==> src/rtl/imr_pkg.sv <==
package imr_pkg;
   // Bit positions are fixed by the register layout.
   localparam int STAT0_FLAG_BIT = 2;
   localparam int STAT1_FLAG_BIT = 4;
   localparam int MODE_FLAG_LSB  = 2;
   localparam int MODE_BLK_LSB   = 4;
   localparam int CTRL_EN0_BIT   = 2;
   localparam int CTRL_EN1_BIT   = 3;
   localparam int NUM_CHAN       = 2;
endpackage

==> src/rtl/imr_flag_cell.sv <==
module imr_flag_cell (
   input  logic clk,
   input  logic rst_n,
   input  logic req,
   input  logic clr,
   output logic flag
);
   logic prev_q;
   logic flag_q;
   logic level_evt;

   assign level_evt = req ^ prev_q;

   always_ff @(posedge clk or negedge rst_n) begin
      if (!rst_n) begin
         prev_q <= 1'b0;
         flag_q <= 1'b0;
      end else begin
         prev_q <= req;
         if (level_evt)
            flag_q <= req;        // a level change outranks a clear
         else if (clr)
            flag_q <= 1'b0;
      end
   end

   assign flag = flag_q;
endmodule

==> src/rtl/imr_cfg_decode.sv <==
module imr_cfg_decode
   import imr_pkg::*;
#(
   parameter int ADDR_W = 8,
   parameter int DATA_W = 8,
   parameter logic [ADDR_W-1:0] STAT0_ADDR = 'h50,
   parameter logic [ADDR_W-1:0] STAT1_ADDR = 'h57,
   parameter logic [ADDR_W-1:0] MODE_ADDR  = 'h71,
   parameter logic [ADDR_W-1:0] CTRL_ADDR  = 'h51
) (
   input  logic              cfg_we,
   input  logic [ADDR_W-1:0] cfg_addr,
   input  logic [DATA_W-1:0] cfg_wdata,
   output logic [NUM_CHAN-1:0] clr,
   output logic              ctrl_we
);
   logic hit_s0, hit_s1, hit_md;

   always_comb begin
      hit_s0  = cfg_we && (cfg_addr == STAT0_ADDR);
      hit_s1  = cfg_we && (cfg_addr == STAT1_ADDR);
      hit_md  = cfg_we && (cfg_addr == MODE_ADDR);
      ctrl_we = cfg_we && (cfg_addr == CTRL_ADDR);
      clr[0]  = (hit_s0 && cfg_wdata[STAT0_FLAG_BIT]) ||
                (hit_md && cfg_wdata[MODE_FLAG_LSB]);
      clr[1]  = (hit_s1 && cfg_wdata[STAT1_FLAG_BIT]) ||
                (hit_md && cfg_wdata[MODE_FLAG_LSB+1]);
   end
endmodule

==> src/rtl/imr_read_mux.sv <==
module imr_read_mux
   import imr_pkg::*;
#(
   parameter int ADDR_W = 8,
   parameter int DATA_W = 8,
   parameter logic [ADDR_W-1:0] STAT0_ADDR = 'h50,
   parameter logic [ADDR_W-1:0] STAT1_ADDR = 'h57,
   parameter logic [ADDR_W-1:0] MODE_ADDR  = 'h71,
   parameter logic [ADDR_W-1:0] CTRL_ADDR  = 'h51
) (
   input  logic [ADDR_W-1:0]   raddr,
   input  logic [NUM_CHAN-1:0] flag,
   input  logic [NUM_CHAN-1:0] blk,
   input  logic [DATA_W-1:0]   ctrl,
   output logic [DATA_W-1:0]   rdata
);
   always_comb begin
      rdata = '0;
      if (raddr == STAT0_ADDR) begin
         rdata[STAT0_FLAG_BIT] = flag[0];
      end else if (raddr == STAT1_ADDR) begin
         rdata[STAT1_FLAG_BIT] = flag[1];
      end else if (raddr == MODE_ADDR) begin
         rdata[MODE_FLAG_LSB +: NUM_CHAN] = flag;
         rdata[MODE_BLK_LSB  +: NUM_CHAN] = blk;
      end else if (raddr == CTRL_ADDR) begin
         rdata = ctrl;
      end
   end
endmodule

==> src/rtl/imr_irq_combine.sv <==
module imr_irq_combine
   import imr_pkg::*;
(
   input  logic                clk,
   input  logic                rst_n,
   input  logic [NUM_CHAN-1:0] flag,
   input  logic [NUM_CHAN-1:0] blk,
   output logic                irq
);
   logic irq_q;
   always_ff @(posedge clk or negedge rst_n) begin
      if (!rst_n) irq_q <= 1'b0;
      else        irq_q <= |(flag & ~blk);
   end
   assign irq = irq_q;
endmodule

==> src/rtl/imr_regfile.sv <==
module imr_regfile
   import imr_pkg::*;
#(
   parameter int ADDR_W = 8,
   parameter int DATA_W = 8,
   parameter logic [ADDR_W-1:0] STAT0_ADDR = 'h50,
   parameter logic [ADDR_W-1:0] CTRL_ADDR  = 'h51,
   parameter logic [ADDR_W-1:0] STAT1_ADDR = 'h57,
   parameter logic [ADDR_W-1:0] MODE_ADDR  = 'h71,
   parameter bit SECONDARY_EN = 1'b0
) (
   input  logic              clk,
   input  logic              rst_n,
   input  logic              cfg_we,
   input  logic [ADDR_W-1:0] cfg_addr,
   input  logic [DATA_W-1:0] cfg_wdata,
   input  logic              blk_we,
   input  logic [ADDR_W-1:0] cfg_raddr,
   output logic [DATA_W-1:0] cfg_rdata,
   input  logic [NUM_CHAN-1:0] chan_irq_req,
   output logic              irq_out
);
   localparam logic [DATA_W-1:0] CTRL_RST =
      DATA_W'((1 << CTRL_EN0_BIT) | (SECONDARY_EN ? (1 << CTRL_EN1_BIT) : 0));

   if (DATA_W < 8) begin : g_bad_width
      $error("imr_regfile: DATA_W must be at least 8");
   end
   if (STAT0_ADDR == STAT1_ADDR || STAT0_ADDR == MODE_ADDR ||
       STAT1_ADDR == MODE_ADDR || CTRL_ADDR == MODE_ADDR ||
       CTRL_ADDR == STAT0_ADDR || CTRL_ADDR == STAT1_ADDR) begin : g_bad_addr
      $error("imr_regfile: register offsets must be distinct");
   end

   logic [NUM_CHAN-1:0] clr;
   logic [NUM_CHAN-1:0] flag_q;
   logic [NUM_CHAN-1:0] blk_q;
   logic [DATA_W-1:0]   ctrl_q;
   logic                ctrl_we;

   imr_cfg_decode #(
      .ADDR_W(ADDR_W), .DATA_W(DATA_W),
      .STAT0_ADDR(STAT0_ADDR), .STAT1_ADDR(STAT1_ADDR),
      .MODE_ADDR(MODE_ADDR), .CTRL_ADDR(CTRL_ADDR)
   ) u_dec (
      .cfg_we(cfg_we), .cfg_addr(cfg_addr), .cfg_wdata(cfg_wdata),
      .clr(clr), .ctrl_we(ctrl_we)
   );

   for (genvar ch = 0; ch < NUM_CHAN; ch++) begin : g_chan
      imr_flag_cell u_cell (
         .clk(clk), .rst_n(rst_n),
         .req(chan_irq_req[ch]), .clr(clr[ch]),
         .flag(flag_q[ch])
      );
   end

   always_ff @(posedge clk or negedge rst_n) begin
      if (!rst_n) begin
         blk_q  <= '0;
         ctrl_q <= CTRL_RST;
      end else begin
         if (blk_we)  blk_q  <= cfg_wdata[MODE_BLK_LSB +: NUM_CHAN];
         if (ctrl_we) ctrl_q <= cfg_wdata;
      end
   end

   imr_read_mux #(
      .ADDR_W(ADDR_W), .DATA_W(DATA_W),
      .STAT0_ADDR(STAT0_ADDR), .STAT1_ADDR(STAT1_ADDR),
      .MODE_ADDR(MODE_ADDR), .CTRL_ADDR(CTRL_ADDR)
   ) u_rd (
      .raddr(cfg_raddr), .flag(flag_q), .blk(blk_q),
      .ctrl(ctrl_q), .rdata(cfg_rdata)
   );

   imr_irq_combine u_irq (
      .clk(clk), .rst_n(rst_n), .flag(flag_q), .blk(blk_q), .irq(irq_out)
   );
endmodule

==> config.mk <==
export PLATFORM = sky130hd
export DESIGN_NAME = imr_regfile
export DESIGN_NICKNAME = d
export VERILOG_FILES = /design/src/rtl/imr_pkg.sv /design/src/rtl/imr_flag_cell.sv /design/src/rtl/imr_cfg_decode.sv /design/src/rtl/imr_read_mux.sv /design/src/rtl/imr_irq_combine.sv /design/src/rtl/imr_regfile.sv
export SDC_FILE = /design/constraint.sdc
export NUM_CORES = 1
export LEC_CHECK = 0
export BUFFER_PORTS_ARGS = -buffer_cell sky130_fd_sc_hd__buf_2
export CORE_MARGIN = 5
export CORE_UTILIZATION = 44
export DETAILED_ROUTE_END_ITERATION = 8
export PLACE_DENSITY_LB_ADDON = 0.25
export SETUP_SLACK_MARGIN = 0.02
export SYNTH_ARGS = -nofsm -noshare
export SYNTH_HDL_FRONTEND = slang
export SYNTH_SLANG_ARGS = --single-unit
==> constraint.sdc <==
create_clock -name clk -period 1.5 [get_ports clk]
set_clock_uncertainty 0.05 [all_clocks]
set_input_delay 0.15 -clock clk [delete_from_list [all_inputs] [get_ports clk]]
set_output_delay 0.15 -clock clk [all_outputs]
set_load 0.005 [all_outputs]
**After elaboration in Yosys (flattened, before gate mapping)**

Cells that the tools add are included.
W data, S select, Z words.

- Logic and storage cells: 46
- Input bits: 30
- Register bits: 15
- Output and inout port bits: 9

- Mux-type cells: 14
- Equality and inequality tests: 8
- Bitwise gates (word level): 4
- Reduce and logical (&&, ||, !) cells: 13

Operator list:

| operator | count |
|---|---|
| $eq A8 B7 Y1 const B | 8 |
| $logic_and A1 B1 Y1 | 8 |
| $mux W4 | 2 |
| $mux W8 | 1 |
| $mux W1 | 6 |
| $mux W2 | 3 |
| $mux W5 | 1 |
| $reduce_bool A2 Y1 | 2 |
| $mux W3 | 1 |
| $and A2 B2 Y2 | 1 |
| $logic_or A1 B1 Y1 | 2 |
| $not A2 Y2 | 1 |
| $reduce_or A2 Y1 | 1 |
| $xor A1 B1 Y1 | 2 |

**Logic depth before layout (Yosys ltp)**

Gate-level depths: netlist (run 1).

- Depth after elaboration: 6
- Gate-level depth with buffers: 4
- Gate-level depth less buffers: 4

**Modules after synthesis**

A second synthesis (run 1) with hierarchy kept.

- Cells, all modules: 71
- Area total of the unflattened synthesis: 877.1 um^2

Modules (own cells, without submodules):

| module | times used | cells an instance | seq. area each (um^2) | area each (um^2) |
|---|---|---|---|---|
| imr_regfile | 1 | 21 | 251.5 | 405.4 |
| imr_flag_cell | 2 | 6 | 50.0 | 87.6 |
| imr_read_mux | 1 | 23 | 0.0 | 163.9 |
| imr_cfg_decode | 1 | 11 | 0.0 | 87.6 |
| imr_irq_combine | 1 | 4 | 25.0 | 45.0 |

**Worst setup path after synthesis (run 1)**

No wires, ideal clock.

- Path kind: input -> register
- Start point: input port cfg_addr[1]
- End point: register ctrl_q[0]
- Arrival: 1179 ps
- Stages on the path: 3
- Setup slack: 146 ps
- Buffers on the path: 0
- Setup time: 125 ps
- Data required time: 1325 ps
- Cell sequence: nor4b_4 nor3b_4 mux2_2

- Cells in the longest elaborated chain, start to end: 2

RTL lines:

| item | RTL line | text |
|---|---|---|
| from (decl) | imr_regfile.sv:15 | `input logic [ADDR_W-1:0] cfg_addr,` |
| $eq A8 B7 Y1 | imr_cfg_decode.sv:23 | `ctrl_we = cfg_we && (cfg_addr == CTRL_ADDR);` |
| $logic_and A1 B1 Y1 | imr_cfg_decode.sv:23 |  |
| to (signal assigned) | imr_regfile.sv:64 | `if (ctrl_we) ctrl_q <= cfg_wdata;` |
| to (decl) | imr_regfile.sv:38 | `logic [DATA_W-1:0] ctrl_q;` |

Every way passes these cells.
A chain may end at the register's enable or synchronous reset.

**Final worst setup path (run 1)**

- Start point: register g_chan[1].u_cell.flag_q
- End point: output port cfg_rdata[4]

- Cells in the longest elaborated chain, start to end: 2

RTL lines:

| item | RTL line | text |
|---|---|---|
| from (decl) | imr_flag_cell.sv:9 | `logic flag_q;` |
| from (signal assigned) | imr_flag_cell.sv:21 | `flag_q <= req;` |
| $mux W1 | imr_read_mux.sv:21 | `end else if (raddr == STAT1_ADDR) begin` |
| $mux W5 | imr_read_mux.sv:19 | `if (raddr == STAT0_ADDR) begin` |
| to (decl) | imr_regfile.sv:19 | `output logic [DATA_W-1:0] cfg_rdata,` |

Every way passes these cells.

==> results of run 1 <==
[final cells by class]
class | instances | area, µm²
timing repair buffer | 49 | 318
inverter | 4 | 15.0
sequential | 15 | 377
tap | 25 | 31.3
multi-input combinational | 48 | 440
clock buffer | 4 | 26.3
fill | 144 | 519
[registers in the layout (all words and copies together) (netlist names)]
name                  count
ctrl_q                    8
blk_q                     2
g_chan.u_cell.flag        2
g_chan.u_cell.prev_q      2
u_irq.irq                 1
[power by group through the flow]
| stage | sequential, W | combinational (W) | clock [W] |
|---|---|---|---|
| after CTS | 0.000452 | 0.000150 | 0.000232 |
| final | 0.000451 | 0.000162 | 0.000224 |
| after floorplan | 0.000455 | 0.0000611 | 0 |
| after global placement | 0.000459 | 0.000127 | 0 |
| after global routing | 0.000455 | 0.000181 | 0.000256 |
| after detailed placement | 0.000461 | 0.000132 | 0 |
[what timing repair did]
item | 4_1_cts | 5_1_grt
endpoints found under the setup margin | 4 | 6
buffers inserted | 2 | 1
pin swaps | 4 | 7
hold endpoints to repair | 17 | 0
gates resized for setup | 5 | 7
hold buffers | 3 | 0
[placed cells by master (no fill, tap or decap), drive strengths merged]
master       instances
inv                  4
nor3b                3
and2                 3
a32oi                1
nor4b                1
a31oi                1
dfrtp               14
nand4                1
ha                   2
mux2i                3
dlygate4sd3          3
o21ai                2
nand3                2
and3                 2
clkbuf               4
buf                 46
nand2                3
and3b                1
and4b                1
o22ai                1
xnor2                1
nor2b                1
dfstp                1
nor2                 5
a21oi                1
mux2                12
nor4bb               1
[cells by family after synthesis]
family                     share of synthesized area
and+or+nand+nor                                0.214
muxes                                          0.206
DFF                                            0.470
AOI/OAI and AO/OA                             0.0452
buffers and inverters                         0.0234
adders and majority gates                     0.0312
xor gates and xnor gates                      0.0109
[metrics by stage]
stage	hold WS [ns]	cell area (µm²)	instances	worst slack [ns]
2_1_floorplan	-0.196	802	68	0.146
3_3_place_gp	0.0147	1070	135	-0.0869
3_5_place_dp	0.0190	1070	135	-0.0681
4_1_cts	0.0373	1160	144	0.00277
5_1_grt	0.0311	1210	145	-0.0791
6_report	0.0453	1210	145	0.0220
[per-layer routing]
layer | share of wire | vias up | routed length [µm]
li1 | - | 351 | -
met4 | 0.013 | 0 | 26
met2 | 0.52 | 26 | 1020
met3 | 0.073 | 4 | 142
met5 | 0 | - | 0
met1 | 0.39 | 343 | 767
[worst paths after layout]
kind	to	slack [ns]
worst max register to register	g_chan[1].u_cell.flag	0.26
max in group asynchronous	ctrl_q[2]	0.85
worst min-delay path	ctrl_q[0]	0.05
worst max-delay path	cfg_rdata[4]	0.02
worst min register to register	u_irq.irq	0.45
min in group asynchronous	u_irq.irq	0.25
[critical path, cell delays in order, from the launching register on]
cell and delay [ns]:
dfrtp_1 0.39, and3_4 0.16, a21oi_2 0.10, o21ai_1 0.07
and3_1 0.16, buf_2 0.12
==> flow_summary.toml, run 1 <==
[place]
post-dp-hpwl_mm = 1.51
globalplace.congestion = 0.840
portBuffers = 38

[worst_hold_path]
worstHoldPathType = "in2reg"
worstHoldPathCells = 2
min-delay-start = "cfg_wdata[0]"

[timing]
period_minus_slack_ns = 1.48
worst_slew_pin_slew_ns = 0.334
hold_viol_final = 0
totalNegativeSetupSlack_ns = 0
slew_viol_final = 0
setup_viol = 0
rsz0062_at_grt = "true"
relSlewSlack = 0.777
max_freq_mhz = 677
timing.final.crit_share = 0.985

[global_route]
grt_antenna_before_repair = 0
busiest_layer = "met2"
grtUsageMet2 = 0.298
grtUsageMet3 = 0.0513
grt_pass1_wl_mm = 3.35
grt_use_total = 0.163
met1_usage = 0.182
grt_start_max_net_pins = 16
grt_pass1_vias = 777
grt-ovfl-total = 0

[setup_path]
path_class = "reg2out"
endpoint_kind = "output pin"
crit_fanout = 2
critPathLaunchType = "flip-flop"
crit_start = "g_chan[1].u_cell.flag"
r2r-start = "g_chan[1].u_cell.prev_q"
required_ns = 1.30
r2r.worst_path.cells = 4
worst_ep_arrival_time_ns = 1.28

[floorplanning]
rows = 15
die-area_um2 = 2780
dieHeight_um = 52.7
start_util = 0.464
io_pins = 39
die_w_um = 52.7
fp.coreArea_um2 = 1730

[synthesis]
yosys.cell_count.top_type = "dfrtp_1"
syn-num-nets = 100
yosys.area.top_type_share = 0.437
syn_area_per_cell_um2 = 11.8
yosys-top-cells-count = "14 x dfrtp_1, 12 x mux2_2, 5 x nor2_1"
syn_area_um2 = 802
postSynthCellCount = 68
ys.flop_type = "dfrtp_1"
synth_warnings = 0
synth_area_leaders = "dfrtp_1 44%, mux2_2 17%, mux2i_1 3.7%, dfstp_2 3.3%, ha_1 3.1%"
ys_seq_area_frac = 0.470
ys_types = 26
synth_area_leader_cell = "dfrtp_1"
synth_edf_count = 0
async_flop_share = 1.00
ys_ff_latch = 15

[layout]
final_nets = 153
syn_to_final_growth_pct = 50.5
n_antenna_cell = 0
finish.utilization = 0.699
drive_gt1_frac = 0.592

[route]
wl_per_cell_um = 13.5
routed-via-count = 724
first_pass_iters = 4
routed_wl_mm = 1.96
drt-initial-drc-count = 14
ant_nets = 0
avgViaCountPerCell = 4.99
drc = 0

[power]
p_int_w = 0.000633
p_per_area_nw_per_um2 = 693
total_power_w = 0.000837
p_clk_frac = 0.268
ir_worst_vdd_mv = 0.652
seq_power_share = 0.539
p_comb_frac = 0.193
leakagePower_nw = 0.628
switchingPower_w = 0.000204
swShare = 0.244

[cts]
cts_tree = "built"
cts_root_buf = "clkbuf_4"
clk_pin_slew_worst_paths_ns = 0.08
htreeDepth = 1
numCtsBuffers = 3
cts_num_sinks = 15
cts_buffer_depth = 2
clk_latency_ns = 0.28

[job]
max_cap_viol_count = 0

[run_status]
status = "finished, final reports clean"
Power figures use the tool's default switching activity.
==> inputs of run 2 (changes only) <==
Settings changed: HOLD_SLACK_MARGIN set to 0.06, MAX_ROUTING_LAYER set to met4.
==> run 2 against run 1 <==
- first-iteration DRC count down 7.1%
- utilization up 3.4 points
- sequential cell count unchanged
- critical path type unchanged
- wire length up 1.5%
- via count up 2.2%
- non-clock buffer count up 5
- power up 0.63%
- global-route usage up 0.48 points
- critical path depth unchanged
==> flow_summary.toml, run 2 (synthesis results as in run 1) <==
[timing]
setup_viol = 0
worst_slew_pin_slew_ns = 0.332
slew_viol_final = 0
max_freq_mhz = 679
period_minus_slack_ns = 1.47
timing.final.crit_share = 0.982
totalNegativeSetupSlack_ns = 0
hold_viol_final = 0
rsz0062_at_grt = "true"
relSlewSlack = 0.779

[cts]
htreeDepth = 1
clk_pin_slew_worst_paths_ns = 0.08
cts_root_buf = "clkbuf_4"
clk_latency_ns = 0.27
cts_buffer_depth = 2
cts_num_sinks = 15
cts_tree = "built"
numCtsBuffers = 3

[setup_path]
ff2ff_setup_slack_ns = 0.26
cp_slowest_stage_delay_ns = 0.39
crit_chain = "and3_4 -> a21oi_2 -> o21ai_1 -> and3_1 -> buf_2"
worst_ep_arrival_time_ns = 1.27
crit_fanout = 2
crit_family = "flip-flops"
required_ns = 1.30
endpoint_kind = "output pin"
path_class = "reg2out"
critPathLaunchType = "flip-flop"
cp_slowest_cell = "dfrtp_1"
critPathBufInv = 1

[place]
globalplace.congestion = 0.853
post-dp-hpwl_mm = 1.51
portBuffers = 38
place_inst = 135

[layout]
finish.utilization = 0.733
largest_register_ffs = 8
syn_to_final_growth_pct = 57.9
instances_no_fill = 150
drive_gt1_frac = 0.576
mostFrequentLayoutCells = "33 x buf_2, 14 x dfrtp_1, 12 x mux2_2, 8 x dlygate4sd3_1, 7 x buf_4"
layout_commonest_cell = "buf_2"
final_nets = 158
num-fill-cells = 131
n_antenna_cell = 0
top_register = "ctrl_q"

[route]
drc = 0
routed_wl_mm = 1.99
ant_nets = 0
first_pass_iters = 4
avgViaCountPerCell = 4.93
drt-initial-drc-count = 13
wl_per_cell_um = 13.3
routed-via-count = 740

[global_route]
grt_pass1_vias = 804
grt-ovfl-total = 0
busiest_layer = "met2"
met1_usage = 0.186
grtUsageMet2 = 0.306
grt_antenna_before_repair = 0
grt_use_total = 0.168
grtUsageMet3 = 0.0370
grt_start_max_net_pins = 16
grt_pass1_wl_mm = 3.42

[power]
total_power_w = 0.000842
ir_worst_vdd_mv = 0.624
leakagePower_nw = 0.651
p_per_area_nw_per_um2 = 665

[floorplanning]
start_util = 0.464
io_pins = 39
fp.coreArea_um2 = 1730
die_w_um = 52.7
rows = 15
die-area_um2 = 2780
dieHeight_um = 52.7

[job]
max_cap_viol_count = 0

[run_status]
status = "finished, final reports clean"

[worst_hold_path]
worstHoldPathType = "in2reg"
## run 2: changes by cell type in the layout (fill, tap and decap cells not counted), sizes merged
cell and change:
dlygate4sd3 +5
## run 2: what timing repair did
action,4_1_cts,5_1_grt
hold endpoints to repair,22,0
pin swaps,4,7
gates resized for setup,5,9
hold buffers,8,0
buffers inserted,2,1
setup endpoints to repair,4,6
## run 2: layout make-up
cell class              count  area [µm²]  area share
inverters                   4        15.0      0.0119
multi-input cells          48         443       0.350
flip-flops and latches     15         377       0.297
clock buffers               4        26.3      0.0208
well taps                  25        31.3      0.0247
repair buffers             54         374       0.295
## run 2: per-stage QoR
step	hold WS, ns	cell area, µm²	setup WS, ns
2_1_floorplan	-0.196	802	0.146
3_3_place_gp	0.0147	1070	-0.0869
3_5_place_dp	0.0190	1070	-0.0681
4_1_cts	0.0635	1210	0.00277
5_1_grt	0.0658	1270	-0.0722
6_report	0.0739	1270	0.0266
## run 2: metal layers
metal	wire length, µm	share of wire	vias to the layer above
li1	-	-	360
met1	771	0.39	357
met2	1090	0.55	23
met3	126	0.063	0
met4	0	0	0
met5	0	0	-
## run 2: path summary, 6_finish.rpt
path                                         start                     to  depth (start not counted)
min                                   cfg_wdata[3]              ctrl_q[3]                          2
max                          g_chan[1].u_cell.flag           cfg_rdata[4]                          5
min in group asynchronous                    rst_n              u_irq.irq                          2
max in group asynchronous                    rst_n              ctrl_q[2]                          2
max reg2reg                g_chan[1].u_cell.prev_q  g_chan[1].u_cell.flag                          4
min reg2reg                               blk_q[0]              u_irq.irq                          1
## run 2: where the power goes
group	total, W	internal (W)	switching (W)
logic	0.000172	0.000104	0.0000683
clock network	0.000219	0.000103	0.000116
registers	0.000452	0.000434	0.0000173
total	0.000842	0.000641	0.000201
## run 2: worst reg2reg max path: stages, from the launching register on
cell and delay, ns:
dfrtp_1 0.37, inv_1 0.05, ha_1 0.22, o21ai_0 0.09
mux2_2 0.35
